[src/rtl/b4s_pkg.sv]
package b4s_pkg;
   localparam int BURST = 4;
   localparam int IDX_W = 2;
   localparam int GAP   = BURST - 1;

   typedef enum logic {
      EDGE_K  = 1'b0,
      EDGE_KB = 1'b1
   } edge_t;
endpackage

[src/rtl/b4s_rd_seq.sv]
module b4s_rd_seq
   import b4s_pkg::*;
#(
   parameter int ADDR_W = 4
) (
   input  logic                clk,
   input  logic                rst_n,
   input  edge_t               edge_kind,
   input  logic                sel_n,
   input  logic [ADDR_W-1:0]   addr,
   input  logic                lat_full,
   output logic                fire,
   output logic [ADDR_W-1:0]   beat_addr,
   output logic [IDX_W-1:0]    beat_idx
);
   localparam int STAGES = 3;

   logic                accept;
   logic [1:0]          gap_q;
   logic [STAGES-1:0]   stg_vld;
   logic [ADDR_W-1:0]   stg_addr [STAGES];
   logic                start;
   logic [ADDR_W-1:0]   start_addr;
   logic                seq_act;
   logic [IDX_W-1:0]    seq_idx;
   logic [ADDR_W-1:0]   seq_addr;

   assign accept = !sel_n && (edge_kind == EDGE_K) && (gap_q == 2'd0);

   always_ff @(posedge clk) begin
      if (!rst_n)          gap_q <= 2'd0;
      else if (accept)     gap_q <= 2'(GAP);
      else if (gap_q != 0) gap_q <= gap_q - 2'd1;
   end

   always_ff @(posedge clk) begin
      if (!rst_n) stg_vld[0] <= 1'b0;
      else        stg_vld[0] <= accept;
      stg_addr[0] <= addr;
   end

   for (genvar s = 1; s < STAGES; s++) begin : g_stage
      always_ff @(posedge clk) begin
         if (!rst_n) stg_vld[s] <= 1'b0;
         else        stg_vld[s] <= stg_vld[s-1];
         stg_addr[s] <= stg_addr[s-1];
      end
   end

   assign start      = lat_full ? stg_vld[2]  : stg_vld[1];
   assign start_addr = lat_full ? stg_addr[2] : stg_addr[1];

   always_ff @(posedge clk) begin
      if (!rst_n) begin
         seq_act <= 1'b0;
         seq_idx <= '0;
      end else if (start) begin
         seq_act <= 1'b1;
         seq_idx <= IDX_W'(1);
      end else if (seq_act) begin
         seq_idx <= seq_idx + IDX_W'(1);
         if (seq_idx == IDX_W'(BURST - 1)) seq_act <= 1'b0;
      end
      if (start) seq_addr <= start_addr;
   end

   assign fire      = start | seq_act;
   assign beat_addr = start ? start_addr : seq_addr;
   assign beat_idx  = start ? '0 : seq_idx;

   a_r4_rd_spacing: assert property (@(posedge clk) disable iff (!rst_n)
      accept |=> !accept ##1 !accept ##1 !accept);

   a_r4_no_overlap: assert property (@(posedge clk) disable iff (!rst_n)
      start |-> !seq_act);

   a_r7_lat_full: assert property (@(posedge clk) disable iff (!rst_n)
      (accept && lat_full) |-> ##3 start);

   a_r7_lat_one: assert property (@(posedge clk) disable iff (!rst_n)
      (accept && !lat_full) |-> ##2 start);
endmodule

[src/rtl/b4s_wr_buf.sv]
module b4s_wr_buf
   import b4s_pkg::*;
#(
   parameter int ADDR_W = 4,
   parameter int BYTES  = 2,
   parameter int DW     = 18
) (
   input  logic                           clk,
   input  logic                           rst_n,
   input  edge_t                          edge_kind,
   input  logic                           sel_n,
   input  logic [ADDR_W-1:0]              addr,
   input  logic [DW-1:0]                  wdata,
   input  logic [BYTES-1:0]               wbe,
   output logic                           act,
   output logic [IDX_W-1:0]               idx,
   output logic [ADDR_W-1:0]              waddr,
   output logic [BURST-1:0][DW-1:0]       pend_word,
   output logic [BURST-1:0][BYTES-1:0]    pend_be,
   output logic [BURST-1:0]               pend_vld,
   output logic                           commit,
   output logic [BURST-1:0][DW-1:0]       commit_word,
   output logic [BURST-1:0][BYTES-1:0]    commit_be
);
   logic       accept;
   logic [1:0] gap_q;

   assign accept = !sel_n && (edge_kind == EDGE_KB) && (gap_q == 2'd0);

   always_ff @(posedge clk) begin
      if (!rst_n)          gap_q <= 2'd0;
      else if (accept)     gap_q <= 2'(GAP);
      else if (gap_q != 0) gap_q <= gap_q - 2'd1;
   end

   always_ff @(posedge clk) begin
      if (!rst_n) begin
         act      <= 1'b0;
         idx      <= '0;
         pend_vld <= '0;
      end else begin
         if (act) begin
            pend_word[idx] <= wdata;
            pend_be[idx]   <= wbe;
            pend_vld[idx]  <= 1'b1;
            idx            <= idx + IDX_W'(1);
            if (idx == IDX_W'(BURST - 1)) begin
               act      <= 1'b0;
               pend_vld <= '0;
            end
         end
         if (accept) begin
            act   <= 1'b1;
            idx   <= '0;
            waddr <= addr;
         end
      end
   end

   assign commit = act && (idx == IDX_W'(BURST - 1));

   for (genvar w = 0; w < BURST; w++) begin : g_commit
      if (w == BURST - 1) begin : g_live
         assign commit_word[w] = wdata;
         assign commit_be[w]   = wbe;
      end else begin : g_held
         assign commit_word[w] = pend_word[w];
         assign commit_be[w]   = pend_be[w];
      end
   end

   a_r4_wr_spacing: assert property (@(posedge clk) disable iff (!rst_n)
      accept |=> !accept ##1 !accept ##1 !accept);

   a_r5_commit_after_beats: assert property (@(posedge clk) disable iff (!rst_n)
      commit |-> ($past(act) && $past(act, 2) && $past(act, 3)));

   a_r5_commit_all_pending: assert property (@(posedge clk) disable iff (!rst_n)
      commit |-> (pend_vld == BURST'((1 << (BURST - 1)) - 1)));
endmodule

[src/rtl/b4s_store.sv]
module b4s_store
   import b4s_pkg::*;
#(
   parameter int ADDR_W = 4,
   parameter int BYTES  = 2,
   parameter int BYTE_W = 9
) (
   input  logic                                   clk,
   input  logic                                   we,
   input  logic [ADDR_W-1:0]                      waddr,
   input  logic [BURST-1:0][BYTES*BYTE_W-1:0]     wword,
   input  logic [BURST-1:0][BYTES-1:0]            wbe,
   input  logic [ADDR_W-1:0]                      raddr,
   output logic [BURST-1:0][BYTES*BYTE_W-1:0]     rword
);
   localparam int DEPTH = 1 << ADDR_W;
   localparam int DW    = BYTES * BYTE_W;

   for (genvar l = 0; l < BURST; l++) begin : g_lane
      logic [DW-1:0] mem [DEPTH];

      for (genvar b = 0; b < BYTES; b++) begin : g_byte
         always_ff @(posedge clk) begin
            if (we && wbe[l][b])
               mem[waddr][b*BYTE_W +: BYTE_W] <= wword[l][b*BYTE_W +: BYTE_W];
         end
      end

      assign rword[l] = mem[raddr];
   end
endmodule

[src/rtl/burst4_sram.sv]
module burst4_sram
   import b4s_pkg::*;
#(
   parameter int ADDR_W = 4,
   parameter int BYTE_W = 9,
   parameter int BYTES  = 2
) (
   input  logic                      clk,
   input  logic                      rst_n,
   input  logic                      lat_full,
   input  logic                      rd_sel_n,
   input  logic                      wr_sel_n,
   input  logic [ADDR_W-1:0]         addr,
   input  logic [BYTES*BYTE_W-1:0]   wr_data,
   input  logic [BYTES-1:0]          wr_be,
   output logic [BYTES*BYTE_W-1:0]   rd_data,
   output logic                      rd_valid,
   output logic                      kbar_slot
);
   localparam int DW = BYTES * BYTE_W;

   initial begin
      assert (ADDR_W >= 1 && ADDR_W <= 10) else $error("ADDR_W out of range");
      assert (BYTES >= 1 && BYTES <= 8)    else $error("BYTES out of range");
      assert (BYTE_W >= 1)                 else $error("BYTE_W out of range");
   end

   logic  ph_q;
   edge_t cur_edge;

   always_ff @(posedge clk) begin
      if (!rst_n) ph_q <= 1'b0;
      else        ph_q <= ~ph_q;
   end

   assign cur_edge  = ph_q ? EDGE_KB : EDGE_K;
   assign kbar_slot = ph_q;

   logic                r_fire;
   logic [ADDR_W-1:0]   r_addr;
   logic [IDX_W-1:0]    r_idx;

   b4s_rd_seq #(.ADDR_W(ADDR_W)) u_rd (
      .clk       (clk),
      .rst_n     (rst_n),
      .edge_kind (cur_edge),
      .sel_n     (rd_sel_n),
      .addr      (addr),
      .lat_full  (lat_full),
      .fire      (r_fire),
      .beat_addr (r_addr),
      .beat_idx  (r_idx)
   );

   logic                          w_act;
   logic [IDX_W-1:0]              w_idx;
   logic [ADDR_W-1:0]             w_addr;
   logic [BURST-1:0][DW-1:0]      p_word;
   logic [BURST-1:0][BYTES-1:0]   p_be;
   logic [BURST-1:0]              p_vld;
   logic                          c_en;
   logic [BURST-1:0][DW-1:0]      c_word;
   logic [BURST-1:0][BYTES-1:0]   c_be;

   b4s_wr_buf #(.ADDR_W(ADDR_W), .BYTES(BYTES), .DW(DW)) u_wr (
      .clk         (clk),
      .rst_n       (rst_n),
      .edge_kind   (cur_edge),
      .sel_n       (wr_sel_n),
      .addr        (addr),
      .wdata       (wr_data),
      .wbe         (wr_be),
      .act         (w_act),
      .idx         (w_idx),
      .waddr       (w_addr),
      .pend_word   (p_word),
      .pend_be     (p_be),
      .pend_vld    (p_vld),
      .commit      (c_en),
      .commit_word (c_word),
      .commit_be   (c_be)
   );

   logic [BURST-1:0][DW-1:0] s_word;

   b4s_store #(.ADDR_W(ADDR_W), .BYTES(BYTES), .BYTE_W(BYTE_W)) u_store (
      .clk   (clk),
      .we    (c_en),
      .waddr (w_addr),
      .wword (c_word),
      .wbe   (c_be),
      .raddr (r_addr),
      .rword (s_word)
   );

   logic              same_addr;
   logic              live_hit;
   logic              pend_hit;
   logic [DW-1:0]     base_word;
   logic [DW-1:0]     pend_sel;
   logic [DW-1:0]     merged;

   assign same_addr = (w_addr == r_addr);
   assign live_hit  = w_act && (w_idx == r_idx) && same_addr;
   assign pend_hit  = p_vld[r_idx] && same_addr;
   assign base_word = s_word[r_idx];
   assign pend_sel  = p_word[r_idx];

   for (genvar b = 0; b < BYTES; b++) begin : g_fwd
      always_comb begin
         if (live_hit && wr_be[b])
            merged[b*BYTE_W +: BYTE_W] = wr_data[b*BYTE_W +: BYTE_W];
         else if (pend_hit && p_be[r_idx][b])
            merged[b*BYTE_W +: BYTE_W] = pend_sel[b*BYTE_W +: BYTE_W];
         else
            merged[b*BYTE_W +: BYTE_W] = base_word[b*BYTE_W +: BYTE_W];
      end
   end

   always_ff @(posedge clk) begin
      if (!rst_n) begin
         rd_valid <= 1'b0;
         rd_data  <= '0;
      end else begin
         rd_valid <= r_fire;
         rd_data  <= r_fire ? merged : '0;
      end
   end

   a_r8_four_beats: assert property (@(posedge clk) disable iff (!rst_n)
      $rose(rd_valid) |-> rd_valid ##1 rd_valid ##1 rd_valid ##1 rd_valid);

   a_r9_fwd_one_source: assert property (@(posedge clk) disable iff (!rst_n)
      (live_hit && pend_hit) |-> (w_idx != r_idx) || !p_vld[w_idx]);
endmodule

[config.mk]
export PLATFORM = sky130hd
export DESIGN_NAME = burst4_sram
export DESIGN_NICKNAME = d
export VERILOG_FILES = /design/src/rtl/b4s_pkg.sv /design/src/rtl/b4s_rd_seq.sv /design/src/rtl/b4s_wr_buf.sv /design/src/rtl/b4s_store.sv /design/src/rtl/burst4_sram.sv
export SDC_FILE = /design/constraint.sdc
export NUM_CORES = 2
export LEC_CHECK = 0
export BUFFER_PORTS_ARGS = -buffer_cell sky130_fd_sc_hd__buf_2
export CORE_MARGIN = 8
export CORE_UTILIZATION = 63
export CTS_CLUSTER_SIZE = 8
export DETAILED_ROUTE_END_ITERATION = 10
export GPL_ROUTABILITY_DRIVEN = 0
export PLACE_DENSITY = 0.79
export SETUP_SLACK_MARGIN = 0.4
export SLEW_MARGIN = 0
export SYNTH_ARGS = -nofsm -noshare
export SYNTH_HDL_FRONTEND = slang
export SYNTH_HIERARCHICAL = 1
export SYNTH_SLANG_ARGS = --single-unit
[constraint.sdc]
create_clock -name clk -period 3.48 [get_ports clk]
set_input_delay 0.348 -clock clk [delete_from_list [all_inputs] [get_ports clk]]
set_output_delay 0.348 -clock clk [all_outputs]
set_load 0.1 [all_outputs]
==> reports/results.ini <==
[outcome]
outcome=complete, no violations

[setup_path]
crit_buf_inv=3
worstSetupPathType=register to register
critical_path.reg2reg.startpoint=u_rd/stg_vld[1]$_SDFF_PN0_
crit_start=u_rd/stg_vld[1]$_SDFF_PN0_
cpPeakStageDelay_ps=480
critPathSlowestCell=mux4_2
crit_path_start_kind=register
worst_setup_path_end_kind=register
rr_worst_depth=11
crit_family=multiplexers
worstPathCellList=mux2i_4, buf_6, mux2_8, buf_12, mux4_2, a22oi_1, buf_4, nand2_1, mux4_2, a22oi_1, a211oi_1
worstPathArrival_ps=3910
critical_path_required_ps=4080
path_depth=11
critPathMaxFanout=39

[sta]
worstMarginPinSlew_ps=1040
fin_crit_sh=0.952
rsz0062_at_grt=true
slew_viol_final=0
fmax_ghz=0.302
post-route-min-period_ps=3310
finalSetupViolCount=0
slew_headroom=0.302
skew_ps=42.3
finalHoldViolations=0

[hold_path]
hold_depth=1
holdCritPathClass=input port to register
hold_start=wr_data[12]

[floorplan]
core-area_sq_mm=0.0787
start_util=0.635
die_w_microns=298
die_y_microns=298
pin_count=49
die_area_sq_mm=0.0886
rows=103

[cts]
h-tree-depth=4
clk_latency_ps=760
clk_pin_slew_ps=50
cts-root-buf=clkbuf_16
tritoncts=yes
cts.sinks=1289
cts_buffer_depth=3
cts_made_buffers=179

[logic_synthesis]
ys_ff_latch=1289
async_reset_ff_frac=0
ys_seq_area_frac=0.764
synth.avg_cell_area_sq_um=20.9
syn_nets=2431
syn_inst=2395
synth-edff-count=1236
yosysWarnings=6
synthDistinctLibCells=47
syn_area_sq_mm=0.0500
synthFlopType=edfxtp_1

[route]
postRouteAntennaNets=0
wl_per_cell_microns=35.1
num_vias=27142
dr.pass1.iters=8
drc=0
dr.first_iter.drc_count=4362
vias_per_cell=7.10
wl_microns=134000

[global_route]
track_usage=0.301
grt_pass1_wl_microns=193000
first_global_vias=27895
antenna_found_initial=11
grt_max_degree=63
grt_overflow=0

[pwr]
cellPowerDensity_mw_per_mm2=778
p_leak_uw=0.0190
power_uw=45400
vdd_drop_max_uv=618

[placement]
place_area_sq_mm=0.0524
io_buffer_count=48
place.detailed.hpwl_microns=76500

[layout]
finalInstanceArea_sq_mm=0.0584
fin_nets=2734
drive_gt1_frac=0.341
synthToLayoutAreaGrowth_pct=16.9

[run]
maxCapViolCount=0

-- metrics by stage --
stage	setup TNS, ps	setup WS [ps]	utilization	hold WS [ps]	instances
final	0	167	0.742	47.0	3825
after global routing	0	115	0.741	52.9	3815
after CTS	0	210	0.739	25.6	3808
after detailed placement	-1200	-204	0.665	312	3528
after global placement	-386	-111	0.665	310	3528
after floorplan	0	513	-	310	2395
-- repair_timing --
action | 4_1_cts | 5_1_grt
setup endpoints to repair | 18 | 18
hold buffers | 10 | 0
hold endpoints to repair | 21 | 0
pin swaps | 19 | 15
buffers inserted | 14 | 6
resized for setup | 88 | 28
gates cloned | 8 | 1
-- worst register-to-register path, delay by kind of cell, from the launching register on --
| family | cells | cell delay, ps |
|---|---|---|
| and+or+nand+nor | 1 | 150 |
| AOI/OAI and AO/OA | 3 | 610 |
| muxes | 4 | 1530 |
| DFF | 1 | 330 |
| buffers and inverters | 3 | 560 |
-- synth_stat cells, types with 3 or more instances --
cell      count  area (sq um)
mux4_2      306          6890
ha_1          7          87.6
buf_1         5          18.8
a221oi_1     18           158
a22oi_1     180          1350
dfxtp_1      53          1060
mux2_4        5          75.1
buf_4        92           691
inv_1         8          30.0
nand2_1      96           360
nor2b_1      12          75.1
and3_2        5          37.5
buf_6        27           304
a211oi_1     18           135
xnor2_1       8          70.1
nand2b_1      5          31.3
clkbuf_1     62           233
buf_2        23           115
mux2_2        5          56.3
edfxtp_1   1236         37100
and2_1        7          43.8
a21oi_1      20           100
mux2i_1       6          60.1
nor3_1        3          15.0
nand3_1       6          30.0
nor2_1      154           578
-- report_power, final --
group	switching (uW)	internal (uW)	leakage (uW)
registers	125	17000	0.0115
logic	6760	5770	0.00500
clock network	6330	9460	0.00241
-- cell type report --
type	instances	area, sq um
Clock inverter	12	231
Timing Repair Buffer	329	2950
Inverter	8	30.0
Antenna cell	10	25.0
Multi-Input combinational cell	891	10900
Clock buffer	236	4780
Fill cell	3899	20300
Sequential cell	1289	38200
Tap cell	1050	1310
-- cells by family (layout without fill, tap and decap cells) --
group,Yosys count,count (layout),share of synthesized area
buffers and inverters,218,585,0.0280
xor gates and xnor gates,8,8,0.00140
other,0,10,0
and+or+nand+nor,303,305,0.0260
adders and majority gates,7,7,0.00175
muxes,323,324,0.142
DFF,1289,1289,0.764
AOI/OAI and AO/OA,247,247,0.0367
-- per-layer routing --
metal | part of all wire | vias up | global-route usage
met5 | 0.00057 | - | 0
met4 | 0.056 | 12 | 0.144
met3 | 0.13 | 516 | 0.0992
met2 | 0.48 | 2309 | 0.470
met1 | 0.33 | 13887 | 0.383
li1 | - | 10418 | -
-- registers in the layout, summed over array words and instances (netlist names), 3 cells and up, named ones only --
| register | flops |
|---|---|
| u_store/g_lane.mem | 1152 |
| u_wr/commit_word | 54 |
| u_rd/stg_vld | 3 |
| u_wr/commit_be | 6 |
| rd_data | 18 |
| u_rd/seq_addr | 4 |
| u_wr/waddr | 4 |
| u_rd/stg_addr | 12 |
| u_wr/pend_word | 18 |
-- worst paths after layout --
| kind | end | slack (ps) |
|---|---|---|
| worst min register to register | u_rd/stg_addr[0][6]$_DFF_P_ | 320 |
| worst max-delay path | rd_data[9]$_SDFF_PN0_ | 170 |
| worst max register to register | rd_data[9]$_SDFF_PN0_ | 170 |
| worst min-delay path | u_store/g_lane[3].mem[6][12]$_DFFE_PP_ | 50 |
-- cell usage in the layout (no fill, tap or decap), types with 6 or more instances in the layout --
cell type | Yosys | routed
and2_1 | 7 | 6
a21oi_1 | 20 | 20
nor2b_1 | 12 | 10
mux2i_1 | 6 | 6
ha_1 | 7 | 7
buf_4 | 92 | 226
xnor2_1 | 8 | 7
dfxtp_1 | 53 | 51
mux4_2 | 306 | 306
buf_6 | 27 | 8
a211oi_1 | 18 | 15
diode_2 | 0 | 10
nand3_1 | 6 | 6
inv_1 | 8 | 8
buf_12 | 0 | 27
a22oi_2 | 0 | 64
nand2_1 | 96 | 75
a22oi_1 | 180 | 116
clkbuf_1 | 62 | 53
buf_2 | 23 | 48
edfxtp_1 | 1236 | 1236
clkbuf_16 | 0 | 184
buf_16 | 0 | 7
a221oi_1 | 18 | 18
nor2_1 | 154 | 153
dlygate4sd3_1 | 0 | 10
nand2_2 | 1 | 19
Note: power is estimated with default switching activity, not from simulation.
